--- src/rtl/uirq_pkg.sv ---
package uirq_pkg;

  typedef struct packed {
    logic cntRestart;
    logic cntHoldZero;
    logic cntTick;
    logic lineSet;
    logic lineClr;
    logic dataNext;
    logic toClr;
    logic iirLoad;
  } uirq_strobes_t;

  localparam logic [1:0] ID_LINE = 2'b11;
  localparam logic [1:0] ID_DATA = 2'b10;
  localparam logic [7:0] IIR_IDLE = 8'h01;

endpackage

--- src/rtl/uirq_ctrl.sv ---
module uirq_ctrl
  import uirq_pkg::*;
#(
  parameter int ERR_W = 4
) (
  input  logic             fifoEn,
  input  logic [ERR_W-1:0] lineErr,
  input  logic             rxAtTrigger,
  input  logic             rxEmpty,
  input  logic             fifoPush,
  input  logic             fifoPop,
  input  logic             charTick,
  input  logic             rdIir,
  input  logic             rdLsr,
  input  logic             rdRbr,
  output uirq_strobes_t    strobes
);

  logic [ERR_W:0] errChain;
  assign errChain[0] = 1'b0;

  for (genvar i = 0; i < ERR_W; i++) begin : g_err
    assign errChain[i+1] = errChain[i] | lineErr[i];
  end

  always_comb begin
    strobes.lineSet     = errChain[ERR_W];
    strobes.lineClr     = rdLsr;
    strobes.dataNext    = rxAtTrigger & ~rdRbr;
    strobes.cntRestart  = fifoPush | fifoPop | rdRbr;
    strobes.cntHoldZero = rxEmpty | ~fifoEn;
    strobes.cntTick     = charTick;
    strobes.toClr       = rdRbr | rxEmpty | ~fifoEn;
    strobes.iirLoad     = ~rdIir;
  end

endmodule

--- src/rtl/uirq_datapath.sv ---
module uirq_datapath
  import uirq_pkg::*;
#(
  parameter int TO_CHARS = 4,
  localparam int CNT_W = $clog2(TO_CHARS + 1)
) (
  input  logic          clk,
  input  logic          rst_n,
  input  uirq_strobes_t strobes,
  input  logic          fifoEn,
  input  logic          enLineIrq,
  input  logic          enDataIrq,
  output logic [7:0]    iirValue,
  output logic          irq
);

  logic [CNT_W-1:0] idleCnt;
  logic linePend, dataPend, toPend;
  logic toFire;
  logic lineVis, dataVis, toVis, anyVis;
  logic [7:0] iirNext;

  assign toFire = ~strobes.cntHoldZero & ~strobes.cntRestart & strobes.cntTick
                  & (idleCnt == CNT_W'(TO_CHARS - 1));

  always_ff @(posedge clk or negedge rst_n) begin
    if (!rst_n) begin
      idleCnt <= '0;
    end else if (strobes.cntHoldZero || strobes.cntRestart) begin
      idleCnt <= '0;
    end else if (strobes.cntTick && idleCnt != CNT_W'(TO_CHARS)) begin
      idleCnt <= idleCnt + 1'b1;
    end
  end

  always_ff @(posedge clk or negedge rst_n) begin
    if (!rst_n) begin
      linePend <= 1'b0;
      dataPend <= 1'b0;
      toPend   <= 1'b0;
    end else begin
      if (strobes.lineSet)      linePend <= 1'b1;
      else if (strobes.lineClr) linePend <= 1'b0;
      dataPend <= strobes.dataNext;
      if (toFire)               toPend <= 1'b1;
      else if (strobes.toClr)   toPend <= 1'b0;
    end
  end

  assign lineVis = linePend & enLineIrq;
  assign dataVis = dataPend & enDataIrq;
  assign toVis   = toPend & enDataIrq & fifoEn;
  assign anyVis  = lineVis | dataVis | toVis;

  always_comb begin
    iirNext      = IIR_IDLE;
    iirNext[7:6] = {fifoEn, fifoEn};
    if (lineVis) begin
      iirNext[3:0] = {1'b0, ID_LINE, 1'b0};
    end else if (dataVis) begin
      iirNext[3:0] = {1'b0, ID_DATA, 1'b0};
    end else if (toVis) begin
      iirNext[3:0] = {1'b1, ID_DATA, 1'b0};
    end
  end

  always_ff @(posedge clk or negedge rst_n) begin
    if (!rst_n) begin
      iirValue <= IIR_IDLE;
      irq      <= 1'b0;
    end else begin
      if (strobes.iirLoad) iirValue <= iirNext;
      irq <= anyVis;
    end
  end

endmodule

--- src/rtl/uart_rx_irq_id.sv ---
module uart_rx_irq_id
  import uirq_pkg::*;
#(
  parameter int ERR_W    = 4,
  parameter int TO_CHARS = 4
) (
  input  logic             clk,
  input  logic             rst_n,
  input  logic             fifoEn,
  input  logic [ERR_W-1:0] lineErr,
  input  logic             rxAtTrigger,
  input  logic             rxEmpty,
  input  logic             fifoPush,
  input  logic             fifoPop,
  input  logic             charTick,
  input  logic             rdIir,
  input  logic             rdLsr,
  input  logic             rdRbr,
  input  logic             enLineIrq,
  input  logic             enDataIrq,
  output logic [7:0]       iirValue,
  output logic             irq
);

  uirq_strobes_t strobes;

  uirq_ctrl #(.ERR_W(ERR_W)) u_ctrl (
    .fifoEn(fifoEn), .lineErr(lineErr), .rxAtTrigger(rxAtTrigger),
    .rxEmpty(rxEmpty), .fifoPush(fifoPush), .fifoPop(fifoPop),
    .charTick(charTick), .rdIir(rdIir), .rdLsr(rdLsr), .rdRbr(rdRbr),
    .strobes(strobes)
  );

  uirq_datapath #(.TO_CHARS(TO_CHARS)) u_dp (
    .clk(clk), .rst_n(rst_n), .strobes(strobes), .fifoEn(fifoEn),
    .enLineIrq(enLineIrq), .enDataIrq(enDataIrq),
    .iirValue(iirValue), .irq(irq)
  );

endmodule

--- config.mk ---
export PLATFORM = sky130hd
export DESIGN_NAME = uart_rx_irq_id
export DESIGN_NICKNAME = d
export VERILOG_FILES = /design/src/rtl/uirq_pkg.sv /design/src/rtl/uirq_ctrl.sv /design/src/rtl/uirq_datapath.sv /design/src/rtl/uart_rx_irq_id.sv
export SDC_FILE = /design/constraint.sdc
export NUM_CORES = 1
export LEC_CHECK = 0
export BUFFER_PORTS_ARGS = -buffer_cell sky130_fd_sc_hd__buf_4
export CORE_MARGIN = 10
export CORE_UTILIZATION = 49
export DETAILED_ROUTE_END_ITERATION = 8
export PLACE_DENSITY = 0.88
export SLEW_MARGIN = 20
export SYNTH_ARGS = -nofsm -noshare
export SYNTH_HDL_FRONTEND = slang
export SYNTH_HIERARCHICAL = 1
export SYNTH_SLANG_ARGS = --single-unit
--- constraint.sdc ---
create_clock -name clk -period 3.5 [get_ports clk]
set_input_delay 0.175 -clock clk [delete_from_list [all_inputs] [get_ports clk]]
set_output_delay 0.175 -clock clk [all_outputs]
set_load 0.005 [all_outputs]
---- Word-level counts from Yosys, hierarchy flattened ----
Cells that the tools add are included.
operators by class
  bitwise operators ....................... 22
  reductions and logical operators ........ 5
  muxes and demuxes ....................... 9
  equality and inequality tests ........... 2
  add/sub/neg operators ................... 1
operators with widths
  kind                                                                    count
  4-bit two-way mux                                                       3
  1-bit bitwise OR                                                        10
  1-bit bitwise AND                                                       8
  3-bit two-way mux                                                       2
  2-bit nonzero test                                                      3
  1-bit two-way mux                                                       4
  1-bit NOT                                                               4
  3-bit by 1-bit adder with 3-bit output (second input constant)          1
  3-bit by 2-bit equality test with 1-bit output (second input constant)  1
  3-bit inequality test (second input constant)                           1
  1-bit logical AND                                                       1
  1-bit logical OR                                                        1
word-level totals
  bits in registers ....................... 12
  output and inout port bits .............. 9
  input bits .............................. 17
  logic and storage cells ................. 45

---- Longest topological paths before layout ----
  word-level depth ........................ 7
  mapped depth ............................ 5

---- Modules after synthesis ----
Netlist, hierarchy kept.
modules (own cells, without submodules)
  module         seq. area each (µm²)  instances  cells each  area an instance (µm²)
  uirq_datapath  301.5                 1          53          583.1
  uirq_ctrl      0.0                   1          8           53.8

---- Worst setup path after synthesis ----
OpenSTA, ideal clock, no wires.
  path type ............................... reg2reg
  from .................................... reg u_dp.idleCnt[0]
  to ...................................... reg u_dp.idleCnt[1]
  library setup time ...................... 123 ps
  period minus slack after synthesis ...... 1184 ps
  data arrival time ....................... 1061 ps
  buffers on the path ..................... 0
  stages on the path, launching flop included .. 6
  setup slack ............................. 2316 ps
  path through ............................ dfrtp_1 inv_1 ha_1 a21boi_4 mux2i_1 nor3_2
on the way
  cells in the longest elaborated chain, start to end .. 3
  elaborated cells between the ends (all ways) .. 6
  those cells by class .................... add/sub: 1; eq/ne: 1; mux: 2; reduce/logical: 2
RTL lines
  item                                                                             RTL line                                  source
  from (decl)                                                                      uirq_datapath.sv:17                       logic [CNT_W-1:0] idleCnt;
  from (signal assigned)                                                           uirq_datapath.sv:32                       idleCnt <= idleCnt + 1'b1;
  3-bit by 1-bit adder with 3-bit output or 3-bit inequality test (tied branches)  uirq_datapath.sv:32, uirq_datapath.sv:31
  3-bit two-way mux or 1-bit logical AND (tied branches)                           uirq_datapath.sv:31                       end else if (strobes.cntTick && idleCnt != CNT_W'(TO_CHARS)) begin
  3-bit two-way mux or 2-bit nonzero test (tied branches)                          n/a
Parallel ways exist; a longest one is shown, timed or not. The select of a mux whose other input is x is not followed.
A chain may end at the register's enable or synchronous reset.

---- Final worst setup path ----
  from .................................... reg u_dp.idleCnt[0]
  to ...................................... reg u_dp.idleCnt[2]
The elaborated chain is that of the path after synthesis.

==> flow_summary.yaml <==
status:
  status: "finished, final reports clean"
final_layout:
  multiInputGateArea_sq_um: 267
  final_layout_size_suffix_gt1_share_pct: 39.3
  area_growth_pct: 31.0
  nFillCells: 83
  regArea_sq_um: 302
  layout_common_cells: "23 x buf_4, 11 x dfrtp_1, 8 x inv_1"
  fin_nets: 105
  mostFrequentLayoutCell: "buf_4"
  antennaDiodeCount: 0
critical_path:
  start_kind: "flip-flop"
  required_ns: 3.68
  cp-end-kind: "flip-flop"
  crit_type: "flip-flop to flip-flop"
  arrival_ns: 1.48
  cp_max_fo: 3
  r2r_slack_ns: 2.20
logic_synthesis:
  synth_area_sq_um: 637
  avgSynthCellArea_sq_um: 10.4
  yosysWarnings: 6
  synthCells: 61
  synth_seq_area_share_pct: 47.3
  synth_cell_types: 31
  synth-seq-cells: 12
route:
  routedWlPerCell_um: 13.3
  drt-pass1-iter-count: 2
  ant_nets: 0
  drtIter0Drc: 2
  drc: 0
  vias: 477
  viasPerCell: 4.87
  routed_wl_mm: 1.31
grt:
  grt_overflow: 0
  grt_util_met2_pct: 12.6
  antenna_found_initial: 0
  grtUsageMet1_pct: 7.93
  use_met3_pct: 4.56
  grt-busiest-layer: "met2"
  grt_start_max_net_pins: 13
  grt_pass1_vias: 515
  grt_pass1_wl_mm: 2.10
  grt_use_total_pct: 8.03
timing:
  finalCriticalPeriod_ns: 1.30
  rsz0062_at_grt: "no"
  fin_crit_sh_pct: 37.2
  fmax_mhz: 769
  setup_viol_count_final: 0
  maxSlewViolCount: 0
  holdWs_ns: 0.0757
  tns_ns: 0
  fin_worst_skew_ns: 0.00207
  hold_viol_final: 0
floorplan:
  rows: 12
  die_width_um: 56.1
  design.die.area_sq_mm: 0.00314
  dieHeight_um: 56.1
  ios: 26
  core_region_area_sq_mm: 0.00117
  initial_core_util_pct: 54.4
clock_tree:
  htreeDepth: 1
  clk_latency_ns: 0.26
  path_clk_slew_ns: 0.07
  cts_resized: 0
  cts-root-buf: "clkbuf_4"
  cts_buffers: 3
  post_cts_buffers: 0
  clockBufferDepth: 2
  cts.sinks: 12
  cts_tree: "yes"
pwr:
  power_mw: 0.302
  power_density_mw_per_mm2: 361
  vdd.ir_drop.worst_v: 0.000229
  leakage_nw: 0.395
placement:
  numPortBuffers: 23
  hpwlAfterDp_mm: 1.11
  place_congestion: 0.771
min_path:
  hold_class: "primary input to flip-flop"
run:
  cap_violations: 0
sequential cells by signal (all words and copies together), names as in the netlist:
name,cells
u_dp/iirValue,5
u_dp/idleCnt,3
u_dp/dataPend,1
u_dp/irq,1
u_dp/linePend,1
u_dp/toPend,1
timing repair:
action | in CTS | in global routing
endpoints found under the setup margin | 0 | 0
hold buffers | 1 | 0
hold endpoints to repair | 12 | 0
power by group:
part           total [mW]  internal, mW  switching, mW
clock               0.107        0.0631         0.0438
sequential          0.149         0.146        0.00359
combinational      0.0455        0.0275         0.0180
final cells by class:
| type | instances | share of cell area (%) |
|---|---|---|
| clock buffers | 4 | 4.35 |
| flip-flops and latches | 12 | 36.1 |
| repair buffers | 24 | 21.9 |
| well taps | 14 | 2.10 |
| multi-input cells | 36 | 31.9 |
| inverters | 8 | 3.60 |
through the flow:
step / area, sq um / setup slack (ns) / utilization, % / instances
after detailed placement: 788 / 2.22 / 67.3 / 93
final: 835 / 2.20 / 71.3 / 98
after CTS: 835 / 2.20 / 71.3 / 98
after global routing: 835 / 2.12 / 71.3 / 98
after floorplan: 641 / 2.32 / - / 62
after global placement: 788 / 2.26 / 67.3 / 93
layer usage:
layer  wire, um  up-vias
met3        159        2
met5          0        -
li1           -      241
met2        579       19
met1        554      215
met4         14        0
cells by family (layout without fill, tap and decap cells):
kind of cell	Yosys count	after routing	share of synthesized area, %
xor gates and xnor gates	1	1	1.38
other	1	2	0.589
adders and majority gates	3	3	5.89
AOI/OAI and AO/OA	9	9	11.8
and+or+nand+nor	19	19	18.3
buffers and inverters	14	36	11.4
DFF	12	12	47.3
muxes	2	2	3.34
worst paths after layout:
| path | start | endpoint | cells after the start |
|---|---|---|---|
| hold / removal | rdRbr | u_dp/dataPend | 2 |
| hold reg to reg | u_dp/linePend | u_dp/linePend | 1 |
| max in group asynchronous | rst_n | u_dp/iirValue[0] | 2 |
| setup / recovery | u_dp/idleCnt[0] | u_dp/idleCnt[2] | 5 |
| setup reg to reg | u_dp/idleCnt[0] | u_dp/idleCnt[2] | 5 |
| min in group asynchronous | rst_n | u_dp/iirValue[2] | 2 |
worst max-delay path, cell delays in order, from the launching register on:
cell     delay [ns]
dfrtp_1        0.41
ha_1           0.22
ha_1           0.27
nor2b_1        0.11
a21oi_1        0.05
nor3_1         0.14
cells in the mapped netlist:
master,n,area share [%]
or4_1,1,1.2
and2_1,1,0.98
nor3_2,2,3.1
or3b_2,1,1.4
inv_1,8,4.7
buf_4,5,5.9
nand3_1,1,0.79
xnor2_1,1,1.4
o22ai_1,1,0.98
conb_1,1,0.59
a21o_1,1,1.2
a31o_1,1,1.4
nand3b_1,1,1.2
o21ai_2,1,1.4
or3_1,1,0.98
nand2_1,4,2.4
dfrtp_1,11,43
nand2b_1,2,2.0
o32ai_1,1,1.4
a21boi_4,1,2.9
dfstp_2,1,4.1
mux2_1,1,1.8
a31oi_1,1,0.98
nor2b_1,3,2.9
mux2i_1,1,1.6
ha_1,3,5.9
a21oi_1,1,0.79
nor3_1,1,0.79
o21ai_0,1,0.79
buf_2,1,0.79
nor2_1,1,0.59
Power figures use the tool's default switching activity.
